==> src/rtl/dstf_pkg.sv <==
package dstf_pkg;

    // Controller states
    typedef enum logic [1:0] {
        ST_EMPTY  = 2'd0,   // no run history held
        ST_COUNT  = 2'd1,   // counting a run below the limit
        ST_EXPECT = 2'd2    // run at limit, next strobed bit is a stuff bit
    } dstf_state_e;

    // Commands from controller to run tracker
    typedef enum logic [1:0] {
        TRK_HOLD  = 2'd0,
        TRK_CLEAR = 2'd1,
        TRK_SEED  = 2'd2,   // run of one with the current bit's value
        TRK_BUMP  = 2'd3    // extend the run by one
    } dstf_trk_op_e;

endpackage

==> src/rtl/dstf_run_tracker.sv <==
module dstf_run_tracker
    import dstf_pkg::*;
#(
    parameter int RUN_LIMIT = 5,
    localparam int CNT_W = $clog2(RUN_LIMIT + 1)
) (
    input  logic             clk,
    input  logic             rst_n,
    input  dstf_trk_op_e     op,
    input  logic             bit_in,
    output logic [CNT_W-1:0] run_cnt,
    output logic             run_pol,
    output logic             same_pol,
    output logic             full_next
);

    localparam logic [CNT_W-1:0] CNT_ONE  = CNT_W'(1);
    localparam logic [CNT_W-1:0] CNT_MAX  = CNT_W'(RUN_LIMIT);
    localparam logic [CNT_W-1:0] CNT_LAST = CNT_W'(RUN_LIMIT - 1);

    always_ff @(posedge clk or negedge rst_n) begin
        if (!rst_n) begin
            run_cnt <= '0;
            run_pol <= 1'b0;
        end else begin
            unique case (op)
                TRK_HOLD: begin
                end
                TRK_CLEAR: begin
                    run_cnt <= '0;
                    run_pol <= 1'b0;
                end
                TRK_SEED: begin
                    run_cnt <= CNT_ONE;
                    run_pol <= bit_in;
                end
                TRK_BUMP: begin
                    if (run_cnt != CNT_MAX) begin
                        run_cnt <= run_cnt + CNT_ONE;
                    end
                end
            endcase
        end
    end

    assign same_pol  = (bit_in == run_pol);
    assign full_next = same_pol && (run_cnt == CNT_LAST);

endmodule

==> src/rtl/dstf_ctrl.sv <==
module dstf_ctrl
    import dstf_pkg::*;
(
    input  logic         clk,
    input  logic         rst_n,
    input  logic         bit_stb,
    input  logic         stuff_en,
    input  logic         frame_start,
    input  logic         same_pol,
    input  logic         full_next,
    output dstf_state_e  state,
    output dstf_trk_op_e trk_op,
    output logic         fwd,
    output logic         err
);

    dstf_state_e state_nxt;
    dstf_state_e eff_state;

    // A frame start makes the current strobe the first of a new frame
    assign eff_state = frame_start ? ST_EMPTY : state;

    // State register
    always_ff @(posedge clk or negedge rst_n) begin
        if (!rst_n) begin
            state <= ST_EMPTY;
        end else begin
            state <= state_nxt;
        end
    end

    // Next state
    always_comb begin
        state_nxt = eff_state;
        if (bit_stb) begin
            if (!stuff_en) begin
                state_nxt = ST_EMPTY;
            end else begin
                unique case (eff_state)
                    ST_EMPTY:  state_nxt = ST_COUNT;
                    ST_COUNT:  state_nxt = full_next ? ST_EXPECT : ST_COUNT;
                    ST_EXPECT: state_nxt = ST_COUNT;
                    default:   state_nxt = ST_EMPTY;
                endcase
            end
        end
    end

    // Outputs and tracker command
    always_comb begin
        fwd    = 1'b0;
        err    = 1'b0;
        trk_op = frame_start ? TRK_CLEAR : TRK_HOLD;
        if (bit_stb) begin
            if (!stuff_en) begin
                fwd    = 1'b1;
                trk_op = TRK_CLEAR;
            end else begin
                unique case (eff_state)
                    ST_EMPTY: begin
                        fwd    = 1'b1;
                        trk_op = TRK_SEED;
                    end
                    ST_COUNT: begin
                        fwd    = 1'b1;
                        trk_op = same_pol ? TRK_BUMP : TRK_SEED;
                    end
                    ST_EXPECT: begin
                        err    = same_pol;
                        trk_op = TRK_SEED;
                    end
                    default: begin
                        trk_op = TRK_CLEAR;
                    end
                endcase
            end
        end
    end

endmodule

==> src/rtl/dstf_destuffer.sv <==
module dstf_destuffer
    import dstf_pkg::*;
#(
    parameter int RUN_LIMIT = 5
) (
    input  logic clk,
    input  logic rst_n,
    input  logic bit_stb,
    input  logic line_bit,
    input  logic stuff_en,
    input  logic frame_start,
    output logic out_valid,
    output logic out_bit,
    output logic stuff_err
);

    localparam int CNT_W = $clog2(RUN_LIMIT + 1);

    dstf_state_e      cur_state;
    dstf_trk_op_e     trk_op;
    logic [CNT_W-1:0] run_cnt;
    logic             run_pol;
    logic             same_pol;
    logic             full_next;
    logic             fwd;
    logic             err;

    dstf_run_tracker #(
        .RUN_LIMIT (RUN_LIMIT)
    ) u_track (
        .clk       (clk),
        .rst_n     (rst_n),
        .op        (trk_op),
        .bit_in    (line_bit),
        .run_cnt   (run_cnt),
        .run_pol   (run_pol),
        .same_pol  (same_pol),
        .full_next (full_next)
    );

    dstf_ctrl u_ctrl (
        .clk         (clk),
        .rst_n       (rst_n),
        .bit_stb     (bit_stb),
        .stuff_en    (stuff_en),
        .frame_start (frame_start),
        .same_pol    (same_pol),
        .full_next   (full_next),
        .state       (cur_state),
        .trk_op      (trk_op),
        .fwd         (fwd),
        .err         (err)
    );

    assign out_valid = fwd;
    assign out_bit   = fwd & line_bit;
    assign stuff_err = err;

endmodule

==> config.mk <==
export PLATFORM = sky130hd
export DESIGN_NAME = dstf_destuffer
export DESIGN_NICKNAME = d
export VERILOG_FILES = /design/src/rtl/dstf_pkg.sv /design/src/rtl/dstf_run_tracker.sv /design/src/rtl/dstf_ctrl.sv /design/src/rtl/dstf_destuffer.sv
export SDC_FILE = /design/constraint.sdc
export NUM_CORES = 1
export LEC_CHECK = 0
export BUFFER_PORTS_ARGS = -buffer_cell sky130_fd_sc_hd__buf_2
export CAP_MARGIN = 20
export CORE_AREA = 2 2 39 41
export DETAILED_ROUTE_END_ITERATION = 10
export DIE_AREA = 0 0 41 43
export GPL_TIMING_DRIVEN = 0
export PLACE_DENSITY_LB_ADDON = 0.08
export SLEW_MARGIN = 20
export SYNTH_ARGS = -nofsm -noshare
export SYNTH_HDL_FRONTEND = slang
export SYNTH_HIERARCHICAL = 1
export SYNTH_SLANG_ARGS = --single-unit
==> constraint.sdc <==
create_clock -name clk -period 2 [get_ports clk]
set_clock_uncertainty 0.05 [all_clocks]
set_input_delay 0.1 -clock clk [delete_from_list [all_inputs] [get_ports clk]]
set_output_delay 0.1 -clock clk [all_outputs]
set_load 0.02 [all_outputs]
==> impl_metrics.ini, run 1 <==
[run_status]
status = complete, no violations

[layout]
final_cells = 75
drive_gt1_frac = 0.305
final_nets = 72
layout_commonest_cell = buf_2
layout_common_cells = buf_2, dfrtp_1, inv_1, ha_1
final_area_um2 = 558
final_util = 0.403
area_delta_synth_final_pct = 23.5
antenna_cells = 0

[drt]
routed_wl_um = 842
routed-via-count = 351
dr.pass1.iters = 2
antenna_left = 0
drtIter0Drc = 2
wl_per_cell_um = 11.2
drc = 0
vias_per_cell = 4.68

[logic_synthesis]
yosys.area_share.simple = 0.230
syn-num-nets = 58
synth_compound_area_frac = 0.172
synth.distinct_cells = 25
syn_area_um2 = 452
synthAdderAreaFrac = 0.139
muxShareOfSynthArea = 0.0665
avgSynthCellArea_um2 = 9.61
synthXorXnorAreaFrac = 0.0194
syn_inst = 47
yosysWarnings = 6
ys_ff_latch = 6
synth_top_family_by_area = simple AND/OR/NAND/NOR gates
yosysSeqAreaShare = 0.332

[grt]
antenna_found_initial = 0
grt_overflow = 0
grt_usage = 0.119
grt_pass1_wl_mm = 1.41
grt_pass1_vias = 339
grt_max_degree = 7

[timing]
tightestPinTransition_ns = 0.227
relSlewSlack = 0.848
max_freq_ghz = 0.532
rsz0062_at_grt = no
hold_viol = 0
slew_violations = 0
setup_violations = 0
period_share = 0.939
fin_crit_ns = 1.88

[setup_path]
critPathArrivalTime_ns = 1.95
crit_type = flop to flop
path_cells = xnor2_2 > o21ai_2 > a31oi_2 > inv_1 > ha_1 > nor2b_1 > a211oi_1 > a21oi_1
cpPeakStageDelay_ns = 0.40
crit_slowest_cell = dfrtp_1
cp_max_fo = 5
required_ns = 2.07
endpoint_kind = flop
startpoint_type = flop

[clock_tree]
worstSkewPairLatency_ns = 0.24
clockBufferDepth = 2
cts_setup_buffers = 0
cts.sinks = 6
cts-htree-levels = 1
cts_tree = yes
clkTransAtPathRegs_ns = 0.05
numCtsBuffers = 3
clock-root-buffer = clkbuf_4

[worst_hold_path]
hold_class = input pin to flop

[floorplan]
die_h_um = 43
row_count = 14
ios = 9
die_w_um = 41
dieArea_um2 = 1760
core-area_um2 = 1380
start_util = 0.326

[flow_run]
cap_viol_max_count = 0

[power]
power_per_cell_area_nw_per_um2 = 584
ir_drop_mv = 0.253
finalPower_w = 0.000326
p_leak_nw = 0.270

[placement]
port_buffers = 8
dp.cells = 71
dpl_cell_area_um2 = 512
hpwlAfterDp_um = 688
gp_congestion = 0.620
-- synth_stat cells, drive strengths merged --
library cell,instances,share of area
dfrtp,6,0.33
ha,5,0.14
inv,5,0.042
nand2,4,0.044
a21oi,3,0.033
mux2i,3,0.066
o21ai,3,0.042
nand2b,2,0.028
nor2,2,0.017
nor2b,2,0.044
o21a,2,0.033
a211oi,1,0.017
a22o,1,0.019
a31oi,1,0.014
and2,1,0.014
and3,1,0.014
nand3b,1,0.017
nand4b,1,0.019
nor4b,1,0.033
o22ai,1,0.014
xnor2,1,0.019
-- worst paths after layout --
check / slack [ns] / start / depth (start not counted) / endpoint
worst min register to register: 0.52 / u_track/run_pol / 1 / u_track/run_pol
worst max register to register: 0.12 / u_track/run_pol / 8 / u_track/run_cnt[0]
max in group asynchronous: 1.60 / rst_n / 2 / u_ctrl/state[1]
worst min-delay path: 0.08 / line_bit / 2 / u_track/run_pol
min in group asynchronous: 0.15 / rst_n / 2 / u_track/run_cnt[0]
worst max-delay path: 0.12 / u_track/run_pol / 8 / u_track/run_cnt[0]
-- power breakdown --
part / leakage, nW / switching [W] / internal, W
Clock: 0.0138 / 0.0000437 / 0.0000679
Combinational: 0.175 / 0.0000392 / 0.0000352
Sequential: 0.0807 / 0.0000102 / 0.000130
-- registers in the layout, indices dropped and copies added, names as in the netlist --
register	cells
u_track/run_pol	1
u_track/run_cnt	3
u_ctrl/state	2
-- per-stage QoR --
stage	setup TNS [ns]	worst slack, ns	hold slack (ns)
finish	0	0.121	0.0811
global route	0	0.00476	0.0895
CTS	0	0.0675	0.0694
detailed placement	-0.00954	-0.00954	-0.115
global placement	-0.0458	-0.0458	-0.118
floorplan	0	0.245	-0.246
-- cells by family (layout without fill, tap and decap cells) --
family,after synthesis,after routing
and+or+nand+nor,15,15
AOI/OAI and AO/OA,12,12
DFF,6,6
adders and majority gates,5,5
buffers and inverters,5,17
muxes,3,3
xor gates and xnor gates,1,1
-- critical path: cells and delay by family, from the launching register on --
family / cells / cell delay (ns)
AO/OA/AOI/OAI: 4 / 0.59
XOR/XNOR: 1 / 0.22
AND/OR/NAND/NOR: 1 / 0.08
flip-flops: 1 / 0.40
buffers and inverters: 1 / 0.06
adder cells (fa/ha/maj): 1 / 0.35
-- layer usage --
| layer | vias to the layer above | routed length (µm) | global-route usage |
|---|---|---|---|
| li1 | 191 | - | - |
| met1 | 150 | 407 | 0.136 |
| met2 | 8 | 385 | 0.181 |
| met3 | 2 | 35 | 0.0628 |
| met4 | 0 | 13 | 0.0400 |
| met5 | - | 0 | 0 |
-- cell type report --
class | instances | area [µm²]
Tap cell | 16 | 20.0
Inverter | 5 | 18.8
Multi-Input combinational cell | 36 | 297
Clock buffer | 3 | 22.5
Fill cell | 141 | 826
Timing Repair Buffer | 9 | 50.0
Sequential cell | 6 | 150
-- timing repair --
item | 4_1_cts | 5_1_grt
resized for setup | 1 | 1
pin swaps | 0 | 1
hold endpoints to repair | 6 | 0
hold buffers | 1 | 0
setup endpoints to repair | 1 | 1
Note: power is estimated with default switching activity, not from simulation.
==> inputs of run 2 (changes only) <==
--- a/config.mk
+++ b/config.mk
@@ -8,9 +8,9 @@
 export BUFFER_PORTS_ARGS = -buffer_cell sky130_fd_sc_hd__buf_2
 export CAP_MARGIN = 20
 export CORE_AREA = 2 2 39 41
+export CTS_BUF_LIST = sky130_fd_sc_hd__clkbuf_4
 export DETAILED_ROUTE_END_ITERATION = 10
 export DIE_AREA = 0 0 41 43
-export GPL_TIMING_DRIVEN = 0
 export PLACE_DENSITY_LB_ADDON = 0.08
 export SLEW_MARGIN = 20
 export SYNTH_ARGS = -nofsm -noshare
==> run 2 against run 1 <==
Compared with the run above: flip-flop and latch count unchanged; sequential share of layout area down 0.93 points; largest cell class unchanged; critical endpoint unchanged; via count up 9.7%; power up 3.9%; final area is 3.6% higher; first-iteration DRC count is 50% lower; sequential power about the same; routed wire length up 8.8%; die area did not move; highest routed layer is now met3; combinational power grew 13%; final cell count grew 2.7%; clock power barely moved.
==> impl_metrics.ini, run 2 (synthesis gave the netlist of run 1 again) <==
[layout]
final_nets = 74
n_fill_cell = 143
area_delta_synth_final_pct = 28.0
drive_gt1_frac = 0.344
final_area_um2 = 578
largestRegisters = u_track/run_cnt (3), u_ctrl/state (2), u_track/run_pol (1)
largest_register_ff_count = 3
layout_common_cells = buf_2, dfrtp_1, inv_1, ha_1
largest-register = u_track/run_cnt
layout_commonest_cell = buf_2
antenna_cells = 0

[clock_tree]
worstSkewPairLatency_ns = 0.25
cts-htree-levels = 1
cts_tree = yes
cts.sinks = 6
clkTransAtPathRegs_ns = 0.05
clock-root-buffer = clkbuf_4
numCtsBuffers = 3
clockBufferDepth = 2

[timing]
relSlewSlack = 0.848
totalNegativeSetupSlack_ns = 0
rsz0062_at_grt = no
fin_crit_ns = 1.82
max_freq_ghz = 0.548
tightestPinTransition_ns = 0.229
slew_violations = 0
period_share = 0.912
hold_viol = 0
setup_violations = 0

[floorplan]
core-area_um2 = 1380
ios = 9
die_w_um = 41
dieArea_um2 = 1760
row_count = 14
start_util = 0.326
die_h_um = 43

[power]
power_frac_clock = 0.337
power_per_cell_area_nw_per_um2 = 586
switching_share = 0.293
p_leak_nw = 0.280
internal_power_w = 0.000240
p_seq_frac = 0.416
combPwrFrac = 0.248
ir_drop_mv = 0.498
p_sw_w = 0.0000992

[grt]
grt_overflow = 0
use_met3 = 0.0785
grt_max_degree = 7
grt_pass1_wl_mm = 1.52
antenna_found_initial = 0
grt_use_met2 = 0.194
grt_pass1_vias = 357
grt_usage = 0.132
grt.busiest_layer = met2
grt_use_met1 = 0.165

[drt]
routed-via-count = 385
antenna_left = 0
dr.pass1.iters = 3
vias_per_cell = 5.00
drtIter0Drc = 1
routed_wl_um = 916
drc = 0
wl_per_cell_um = 11.9

[setup_path]
cp_max_fo = 5
reg2reg_depth = 8
critPathArrivalTime_ns = 1.90
cp_num_cells = 8
critical-path-top-delay-family = compound AO/OA/AOI/OAI gates
critPathBufInv = 1
crit_slowest_cell = dfrtp_1
endpoint_kind = flop
startpoint_type = flop
r2r_slack_ns = 0.18
required_ns = 2.07
rr_startpoint = u_ctrl/state[0]
crit_end = u_track/run_cnt[0]
cpPeakStageDelay_ns = 0.37
crit_type = flop to flop
r2r-end = u_track/run_cnt[0]
crit_start = u_ctrl/state[0]
path_cells = nor2b_4 > o21ai_2 > a31oi_2 > inv_1 > ha_1 > nor2b_1 > a211oi_2 > a21oi_1

[placement]
gp_congestion = 0.655
port_buffers = 8
hpwlAfterDp_um = 743
dpl_cell_area_um2 = 527

[worst_hold_path]
hold_class = input pin to flop

[run_status]
status = complete, no violations

[flow_run]
cap_viol_max_count = 0
## run 2: cell types whose count changed in the layout (fill, tap and decap cells not counted)
cell      before  now
a211oi_1       1    0
buf_4          0    2
a211oi_2       0    1
## run 2: what timing repair did
action,in CTS,in global routing
hold buffers,1,0
hold endpoints to repair,6,0
setup endpoints to repair,0,4
gates resized for setup,0,3
setup buffers,0,0
## run 2: layout make-up
class,count,area (µm²),share of cell area
clock buffer,3,22.5,0.0390
inverter,5,18.8,0.0325
multi-input combinational,36,302,0.522
sequential,6,150,0.260
tap,16,20.0,0.0346
timing repair buffer,11,65.1,0.113
## run 2: worst min-delay path by stage
stage | cells past startpoint | from | slack (ns) | end
after floorplan | 0 | rst_n | -0.25 | u_ctrl/state[0]
after global placement | 1 | rst_n | -0.12 | u_ctrl/state[1]
after detailed placement | 1 | rst_n | -0.12 | u_ctrl/state[0]
after CTS | 2 | line_bit | 0.06 | u_track/run_pol
after global routing | 2 | bit_stb | 0.11 | u_ctrl/state[0]
final | 2 | bit_stb | 0.09 | u_ctrl/state[0]
## run 2: through the flow
step	total power, W	setup slack [ns]	util	cells	hold slack, ns
final	0.000339	0.176	0.418	77	0.0902
after global routing	0.000364	0.000638	0.418	77	0.106
after CTS	0.000339	0.0741	0.404	77	0.0644
after detailed placement	0.000220	0.0866	0.381	73	-0.122
after global placement	0.000221	0.102	0.381	73	-0.118
after floorplan	0.000189	0.245	-	47	-0.246
## run 2: power by group through the flow
stage | Sequential [W] | Combinational, W | Clock (W)
detailed placement | 0.000142 | 0.0000780 | 0
global route | 0.000142 | 0.0000955 | 0.000126
floorplan | 0.000139 | 0.0000498 | 0
finish | 0.000141 | 0.0000839 | 0.000114
CTS | 0.000140 | 0.0000801 | 0.000119
global placement | 0.000142 | 0.0000793 | 0
## run 2: worst register-to-register path: cells and delay by family, from the launching register on
| family | cells | cell delay, ns |
|---|---|---|
| AO/OA/AOI/OAI | 4 | 0.55 |
| adder cells (fa/ha/maj) | 1 | 0.36 |
| buffers and inverters | 1 | 0.06 |
| flip-flops | 1 | 0.37 |
| AND/OR/NAND/NOR | 2 | 0.31 |
## run 2: routing by layer
layer,vias to the layer above,routed length (µm)
met5,-,0
li1,194,-
met1,180,401
met4,0,0
met2,11,448
met3,0,66
